<file path="config.mk">
export PLATFORM = sky130hd
export DESIGN_NAME = pcm_port
export DESIGN_NICKNAME = d
export VERILOG_FILES = /design/src/rtl/pcm_port_pkg.sv /design/src/rtl/pcm_slot_tracker.sv /design/src/rtl/pcm_port_ctrl.sv /design/src/rtl/pcm_port_dp.sv /design/src/rtl/pcm_port.sv
export SDC_FILE = /design/constraint.sdc
export NUM_CORES = 1
export LEC_CHECK = 0
export ABC_AREA = 1
export BUFFER_PORTS_ARGS = -buffer_cell sky130_fd_sc_hd__buf_2
export CORE_MARGIN = 3
export CORE_UTILIZATION = 34
export DETAILED_ROUTE_END_ITERATION = 7
export HOLD_SLACK_MARGIN = 0.15
export SLEW_MARGIN = 10
export SYNTH_ARGS = -nofsm -noshare
export SYNTH_HDL_FRONTEND = slang
export SYNTH_HIERARCHICAL = 1
export SYNTH_SLANG_ARGS = --single-unit
</file>
<file path="constraint.sdc">
create_clock -name pclk -period 6 [get_ports pclk]
set_input_delay 0.6 -clock pclk [delete_from_list [all_inputs] [get_ports pclk]]
set_output_delay 0.6 -clock pclk [all_outputs]
set_load 0.05 [all_outputs]
</file>
<file path="src/rtl/pcm_port_pkg.sv">
package pcm_port_pkg;

  // Strobes from the sequencing control to the shift datapath.
  typedef struct packed {
    logic txLoad;     // capture a transmit word at this edge
    logic txLoadSel;  // 1: the word captured is the second one
    logic txAdvance;  // move to the next transmit bit at this edge
    logic txBusy;     // a transmit word occupies the current cycle
    logic txLast;     // current cycle is the final cell of the transmit word
    logic rxLoad;     // a receive word starts at this edge
    logic rxLoadSel;  // 1: that receive word is the second one
    logic rxSample;   // shift drx in at the coming falling edge
    logic rxLast;     // current cycle is the final cell of the receive word
  } pcmStrobes_t;

endpackage

</file>
<file path="src/rtl/pcm_slot_tracker.sv">
module pcm_slot_tracker #(
  parameter int CNT_W = 11,
  parameter int WORD_W = 16,
  localparam int POS_W = $clog2(2 * WORD_W)
) (
  input  logic             clk,
  input  logic             rstN,
  input  logic [CNT_W-1:0] nextCnt,
  input  logic [CNT_W-1:0] frameLen,
  input  logic [CNT_W-1:0] startCnt,
  input  logic             wideband,
  input  logic             gciMode,
  output logic             hit,
  output logic             hitSel,
  output logic             busy,
  output logic             last,
  output logic             phase
);

  logic [POS_W-1:0] pos;
  logic [POS_W-1:0] lastPos;
  logic [CNT_W:0]   secondStart;
  logic             hitFirst;
  logic             hitSecond;

  // The second word sits half a frame after the first one.
  assign secondStart = {1'b0, startCnt} + {2'b00, frameLen[CNT_W-1:1]};
  assign hitFirst    = (nextCnt == startCnt) && (startCnt < frameLen);
  assign hitSecond   = wideband && ({1'b0, nextCnt} == secondStart)
                       && (secondStart < {1'b0, frameLen});
  assign hit         = hitFirst | hitSecond;
  assign hitSel      = ~hitFirst;

  assign lastPos = gciMode ? POS_W'(2 * WORD_W - 1) : POS_W'(WORD_W - 1);
  assign last    = busy && (pos == lastPos);
  assign phase   = pos[0];

  always_ff @(posedge clk or negedge rstN) begin
    if (!rstN) begin
      busy <= 1'b0;
      pos  <= '0;
    end else if (hit) begin
      busy <= 1'b1;
      pos  <= '0;
    end else if (busy) begin
      if (pos == lastPos) begin
        busy <= 1'b0;
      end else begin
        pos <= pos + 1'b1;
      end
    end
  end

endmodule

</file>
<file path="src/rtl/pcm_port_ctrl.sv">
module pcm_port_ctrl
  import pcm_port_pkg::*;
#(
  parameter int CNT_W = 11,
  parameter int WORD_W = 16
) (
  input  logic             pclk,
  input  logic             rstN,
  input  logic             fsync,
  input  logic [CNT_W-1:0] frameLen,
  input  logic [CNT_W-1:0] txStart,
  input  logic [CNT_W-1:0] rxStart,
  input  logic             wideband,
  input  logic             gciMode,
  output pcmStrobes_t      strobes,
  output logic [CNT_W-1:0] frameCnt
);

  localparam int NUM_DIR = 2;  // index 0: transmit, 1: receive

  logic [CNT_W-1:0] nextCnt;
  logic [CNT_W-1:0] dirStart [NUM_DIR];
  logic [NUM_DIR-1:0] hitV, selV, busyV, lastV, phaseV, bitEndV;

  // Count stops at the frame length so a late start never matches.
  always_comb begin
    if (fsync) begin
      nextCnt = '0;
    end else if (frameCnt < frameLen) begin
      nextCnt = frameCnt + 1'b1;
    end else begin
      nextCnt = frameCnt;
    end
  end

  always_ff @(posedge pclk or negedge rstN) begin
    if (!rstN) begin
      frameCnt <= '1;
    end else begin
      frameCnt <= nextCnt;
    end
  end

  assign dirStart[0] = txStart;
  assign dirStart[1] = rxStart;

  for (genvar d = 0; d < NUM_DIR; d++) begin : g_dir
    pcm_slot_tracker #(
      .CNT_W (CNT_W),
      .WORD_W(WORD_W)
    ) u_track (
      .clk     (pclk),
      .rstN    (rstN),
      .nextCnt (nextCnt),
      .frameLen(frameLen),
      .startCnt(dirStart[d]),
      .wideband(wideband),
      .gciMode (gciMode),
      .hit     (hitV[d]),
      .hitSel  (selV[d]),
      .busy    (busyV[d]),
      .last    (lastV[d]),
      .phase   (phaseV[d])
    );
    // A bit cell ends every cycle, or every second cycle in double-clock mode.
    assign bitEndV[d] = busyV[d] && (!gciMode || phaseV[d]);
  end

  always_comb begin
    strobes.txLoad    = hitV[0];
    strobes.txLoadSel = selV[0];
    strobes.txAdvance = bitEndV[0] & ~lastV[0];
    strobes.txBusy    = busyV[0];
    strobes.txLast    = lastV[0];
    strobes.rxLoad    = hitV[1];
    strobes.rxLoadSel = selV[1];
    strobes.rxSample  = bitEndV[1];
    strobes.rxLast    = lastV[1];
  end

endmodule

</file>
<file path="src/rtl/pcm_port_dp.sv">
module pcm_port_dp
  import pcm_port_pkg::*;
#(
  parameter int WORD_W = 16
) (
  input  logic              pclk,
  input  logic              rstN,
  input  pcmStrobes_t       strobes,
  input  logic [WORD_W-1:0] txWord0,
  input  logic [WORD_W-1:0] txWord1,
  input  logic              relEarly,
  input  logic              drx,
  output logic              dtxData,
  output logic              dtxOe,
  output logic [WORD_W-1:0] rxWord,
  output logic              rxValid,
  output logic              rxSlot
);

  logic [WORD_W-1:0] txReg;
  logic [WORD_W-1:0] rxReg;
  logic              posPhase;
  logic              negPhase;
  logic              lowHalf;
  logic              rxSlotQ;

  // Transmit shifter: the word is frozen at the edge that starts it.
  always_ff @(posedge pclk or negedge rstN) begin
    if (!rstN) begin
      txReg <= '0;
    end else if (strobes.txLoad) begin
      txReg <= strobes.txLoadSel ? txWord1 : txWord0;
    end else if (strobes.txAdvance) begin
      txReg <= {txReg[WORD_W-2:0], 1'b0};
    end
  end

  // Phase pair: differs from a falling edge until the next rising edge.
  always_ff @(posedge pclk or negedge rstN) begin
    if (!rstN) posPhase <= 1'b0;
    else       posPhase <= negPhase;
  end

  always_ff @(negedge pclk or negedge rstN) begin
    if (!rstN) negPhase <= 1'b0;
    else       negPhase <= ~posPhase;
  end

  assign lowHalf = negPhase ^ posPhase;
  assign dtxOe   = strobes.txBusy & ~(relEarly & strobes.txLast & lowHalf);
  assign dtxData = dtxOe & txReg[WORD_W-1];

  // Receive shifter, clocked on the falling edge.
  always_ff @(negedge pclk or negedge rstN) begin
    if (!rstN) begin
      rxReg <= '0;
    end else if (strobes.rxSample) begin
      rxReg <= {rxReg[WORD_W-2:0], drx};
    end
  end

  always_ff @(posedge pclk or negedge rstN) begin
    if (!rstN) begin
      rxSlotQ <= 1'b0;
      rxValid <= 1'b0;
      rxWord  <= '0;
      rxSlot  <= 1'b0;
    end else begin
      if (strobes.rxLoad) rxSlotQ <= strobes.rxLoadSel;
      rxValid <= strobes.rxLast;
      if (strobes.rxLast) begin
        rxWord <= rxReg;
        rxSlot <= rxSlotQ;
      end
    end
  end

endmodule

</file>
<file path="src/rtl/pcm_port.sv">
module pcm_port
  import pcm_port_pkg::*;
#(
  parameter int WORD_W = 16,
  parameter int MAX_SLOTS = 64,
  localparam int CNT_W = $clog2(MAX_SLOTS * WORD_W + 1)
) (
  input  logic              pclk,
  input  logic              rstN,
  input  logic              fsync,
  input  logic [CNT_W-1:0]  frameLen,
  input  logic [CNT_W-1:0]  txStart,
  input  logic [CNT_W-1:0]  rxStart,
  input  logic              wideband,
  input  logic              gciMode,
  input  logic              relEarly,
  input  logic [WORD_W-1:0] txWord0,
  input  logic [WORD_W-1:0] txWord1,
  input  logic              drx,
  output logic              dtxData,
  output logic              dtxOe,
  output logic [WORD_W-1:0] rxWord,
  output logic              rxValid,
  output logic              rxSlot
);

  pcmStrobes_t      strobes;
  logic [CNT_W-1:0] frameCnt;

  pcm_port_ctrl #(
    .CNT_W (CNT_W),
    .WORD_W(WORD_W)
  ) u_ctrl (
    .pclk    (pclk),
    .rstN    (rstN),
    .fsync   (fsync),
    .frameLen(frameLen),
    .txStart (txStart),
    .rxStart (rxStart),
    .wideband(wideband),
    .gciMode (gciMode),
    .strobes (strobes),
    .frameCnt(frameCnt)
  );

  pcm_port_dp #(
    .WORD_W(WORD_W)
  ) u_dp (
    .pclk    (pclk),
    .rstN    (rstN),
    .strobes (strobes),
    .txWord0 (txWord0),
    .txWord1 (txWord1),
    .relEarly(relEarly),
    .drx     (drx),
    .dtxData (dtxData),
    .dtxOe   (dtxOe),
    .rxWord  (rxWord),
    .rxValid (rxValid),
    .rxSlot  (rxSlot)
  );

endmodule

</file>
==> After elaboration in Yosys (flattened, before gate mapping) <==
Cells that the tools add are included.
{ "classes": {"order_cmp": 5, "bitwise_logic": 12, "shifts": 0, "eq_ne": 8, "n_reduce_logical": 18, "n_mux": 18, "addsub": 5, "div_mod_pow": 0, "mul": 0} }
{ "ops": {"columns": ["operator", "n"], "rows": [
  ["two-way mux 16 bit", 3],
  ["two-way mux 5 bit", 7],
  ["less-than comparator 11 bit", 3],
  ["adder 11 x 10 -> 12 bit", 2],
  ["== test 11 x 12 -> 1 bit", 2],
  ["less-than comparator 12 x 11 -> 1 bit", 2],
  ["== test 11 bit", 2],
  ["two-way mux 11 bit", 2],
  ["adder 11 x 1 -> 11 bit (second input constant)", 1],
  ["adder 5 x 1 -> 5 bit (second input constant)", 2],
  ["== test 5 bit", 2],
  ["logical AND 1 bit", 10],
  ["two-way mux 1 bit", 6],
  ["nonzero test 2 bit", 3],
  ["bitwise AND 1 bit", 5],
  ["!= test 2 bit (second input constant)", 2],
  ["NOT 1 bit", 4],
  ["AND reduction 2 bit", 2],
  ["logical OR 1 bit", 2],
  ["OR 1 bit", 2],
  ["logical NOT 1 bit", 1],
  ["XOR 1 bit", 1]
]} }
{ "word_totals": {"ff_bits": 76, "ramBits": 0, "input_bits": 72, "mem_bits_ro": 0, "elab_cells": 79, "latch_bits": 0, "output_inout_bits": 20, "mem_count": 0} }

==> Depth between registers and ports, before layout <==
{ "depth": {"depth_word": 9, "ltp_mapped": 30, "depth_no_buf": 28} }

==> By module <==
Netlist, hierarchy kept.
{ "modules_own_cells": {"columns": ["module", "instances", "area_each_um2", "seq_area_each_um2", "cells_per_inst"], "rows": [
  ["pcm_slot_tracker", 2, 1786.7, 150.1, 296],
  ["pcm_port_dp", 1, 2409.8, 1326.3, 292],
  ["pcm_port_ctrl", 1, 1082.3, 289.0, 163]
]} }

==> metrics <==
outcome completed; Multi-input gate area 4250 um2; flop-to-flop setup slack 1440 ps; Arr. time, crit path roughly 4400 ps; pwr/cell area ~230 nW/um2; DIE AREA 22500 um2; Hold-fix buffers, CTS 0; Setup TNS 0 ps; max incr delay on CP 420 ps; Avg Vias per Cell 4.61; first-pass GRT wire length 28300 um; critical path's slowest cell dfrtn_1; Post-Place Cell Area ~7800 um2; top-count cell post-synth nand2_1; Max-Cap Viols 0; number of global-route vias before repair about 6000; cell accounting for the most synthesized area dfrtp_1; Die Span Y between 150 and 200 um; CP max FO 3; Gate power share 0.281; Detailed Route Iter0 Violations between 300 and 400; H-tree levels 3; Psw ~0.61 mW; Leakage between 4 and 5 nW; Area Overhead vs Synth 14.6%; Seq/Total Area, Yosys 0.271; Top Ports 92; setup bufs post-CTS 0; actual slew at the worst max-slew pin a little under 900 ps; Synth Net Count 1194; share of power burned in registers 0.384; reg2reg end u_dp/rxReg[13]$_DFFE_NN0P_; Post-synth ARST share 1.00; CTS Buf Count 9; die width around 150 um; clock share of power 0.335; skew final between 10 and 15 ps; Pins Over Slew Limit 0; ys flop type dfrtp_1; CTS resizes 0; area of the core between 20000 and 25000 um2; P_int between 1 and 1.5 mW; Commonest cells post-synth nand2_1 (266), inv_1 (194), nand3_1 (90); initial antenna violation count 0; CTS root buf clkbuf_16; Yosys warnings 6; RSZ-0062 raised after global routing no; EDFF count, synth 0; Post-Syn Instances roughly 1000; I/O Buffers 91; worst flop-to-flop path startpoint u_ctrl/g_dir[1].u_track/pos[0]$_DFFE_PN0P_; largest net degree at the start of global routing 47; DRC Markers 0; Netlist cell types between 40 and 50; Initial Utilization 0.348; CP startpoint kind flop; syn avg cell area between 6 and 7 um2; Switching Share 0.332; flops & latches, synth between 70 and 80; Final GP Congestion 0.850; Worst-path clk slew roughly 60 ps; clock latency on the worst-skew pair approximately 330 ps; final antenna-violating net count 0; r2r worst-path depth 2; fin nets 1281; Fin. Hold Viols 0; All-Layer GR Usage 0.154; cell breakdown of the critical path nand2_1 -> nand3_1 -> nand2_1 -> nor2_1 -> buf_2; Worst path most repeated cell nand2_1; vias 6495; IR drop worst, VDD 0.000116 V; crit path capture type output port; TritonCTS clock tree yes; Clock Sinks 76; CP Data Required Time ~5400 ps; mapped cell area between 7000 and 8000 um2; Max Root-Sink Buffers 2; Hold Crit Class in2async; post-synth top area share 0.170; Slew headroom 0.422; # rows 52; Finished Cell Area roughly 8100 um2; Sequential Area approximately 1900 um2; wire length per cell 12.3 um; ranking of synthesized cells by area dfrtp_1 (17%), nand2_1 (14%), ha_1 (13%); Final Routed Wirelength about 17000 um; first drt pass iteration count 5; crit path to dtxData; WS Path Type reg2out; remaining global-route overflow 0; Worst setup startpoint u_dp/negPhase$_DFF_NN0_; fill count around 2200; HPWL Detailed 14000 um; layout cells sized above 1 0.172; final setup fails 0
critical path: cells and delay by family, from the launching register on:
kind,cells,cell delay (ps)
buffers and inverters,1,270
flip-flops,1,420
AND/OR/NAND/NOR,4,320
routing by layer:
metal	GRT usage	routed length, um	up-vias
met1	0.213	8340	2865
met4	0.0366	251	0
met5	0	0	-
met2	0.258	7910	125
met3	0.0163	780	17
li1	-	-	3488
layout by cell type, fill, tap and decap left out, drive strengths merged, types with 2 or more instances in the layout:
master and instances:
o221ai 2, xnor2 10, or2 10, a31oi 2, inv 205, a211oi 2, dfrtn 17, o21ai 46
fa 2, clkbuf 12, nor4 2, o21a 3, mux2i 2, dfrtp 48, xor2 18, ha 73
a22oi 2, nor2 93, nand4 17, nand3 98, nand2 285, buf 94, dfstp 11, a21oi 68
nor3 13
kinds of logic (layout without fill, tap and decap cells):
logic type / count (synthesis) / count (layout) / synth area share
multiplexers: 2 / 2 / 0.00283
AO/OA/AOI/OAI: 126 / 126 / 0.0962
other: 0 / 1 / 0
flip-flops: 76 / 76 / 0.271
AND/OR/NAND/NOR: 519 / 519 / 0.332
XOR/XNOR: 28 / 28 / 0.0347
buffers and inverters: 221 / 313 / 0.128
adder cells (fa/ha/maj): 75 / 75 / 0.135
how the worst min path moves through the flow:
stage	cells past startpoint	endpoint
after floorplan	0	u_ctrl/g_dir[0].u_track/busy$_DFF_PN0_
after global placement	2	u_dp/rxReg[7]$_DFFE_NN0P_
after detailed placement	2	u_dp/rxReg[2]$_DFFE_NN0P_
after CTS	1	u_dp/rxWord[8]$_DFFE_PN0P_
after global routing	1	u_dp/rxWord[6]$_DFFE_PN0P_
final	1	u_dp/rxWord[6]$_DFFE_PN0P_
flip-flops by register name (all words and copies together), names as in the netlist:
name                       flops
u_dp/rxSlotQ                   1
u_dp/txReg                    16
u_dp/negPhase                  1
u_dp/rxReg                    16
u_ctrl/g_dir.u_track/busy      2
u_dp/rxValid                   1
u_dp/rxSlot                    1
u_ctrl/frameCnt               11
u_dp/rxWord                   16
u_ctrl/g_dir.u_track/pos      10
u_dp/posPhase                  1
final cells by class:
| class | instances | area share |
|---|---|---|
| diodes | 1 | 0.000309 |
| inverters | 203 | 0.0953 |
| multi-input cells | 750 | 0.524 |
| repair buffers | 94 | 0.0593 |
| well taps | 270 | 0.0417 |
| clock buffers | 12 | 0.0357 |
| clock inverters | 4 | 0.00711 |
| flip-flops and latches | 76 | 0.236 |
power by group through the flow:
stage	registers [mW]	clock network (mW)	logic, mW
2_1_floorplan	0.694	0	0.377
3_3_place_gp	0.710	0	0.500
3_5_place_dp	0.709	0	0.517
4_1_cts	0.702	0.632	0.520
5_1_grt	0.719	0.651	0.601
6_report	0.702	0.614	0.515
through the flow:
| stage | setup WS (ps) | hold slack [ps] | cells | power (mW) | util |
|---|---|---|---|---|---|
| floorplan | 1180 | 304 | 1047 | 1.07 | - |
| global placement | 1150 | 416 | 1393 | 1.21 | 0.382 |
| detailed placement | 1050 | 427 | 1393 | 1.23 | 0.382 |
| CTS | 1050 | 291 | 1409 | 1.86 | 0.399 |
| global route | 1010 | 312 | 1409 | 1.97 | 0.399 |
| finish | 1050 | 270 | 1410 | 1.83 | 0.399 |
(Power assumes the default switching activity.)
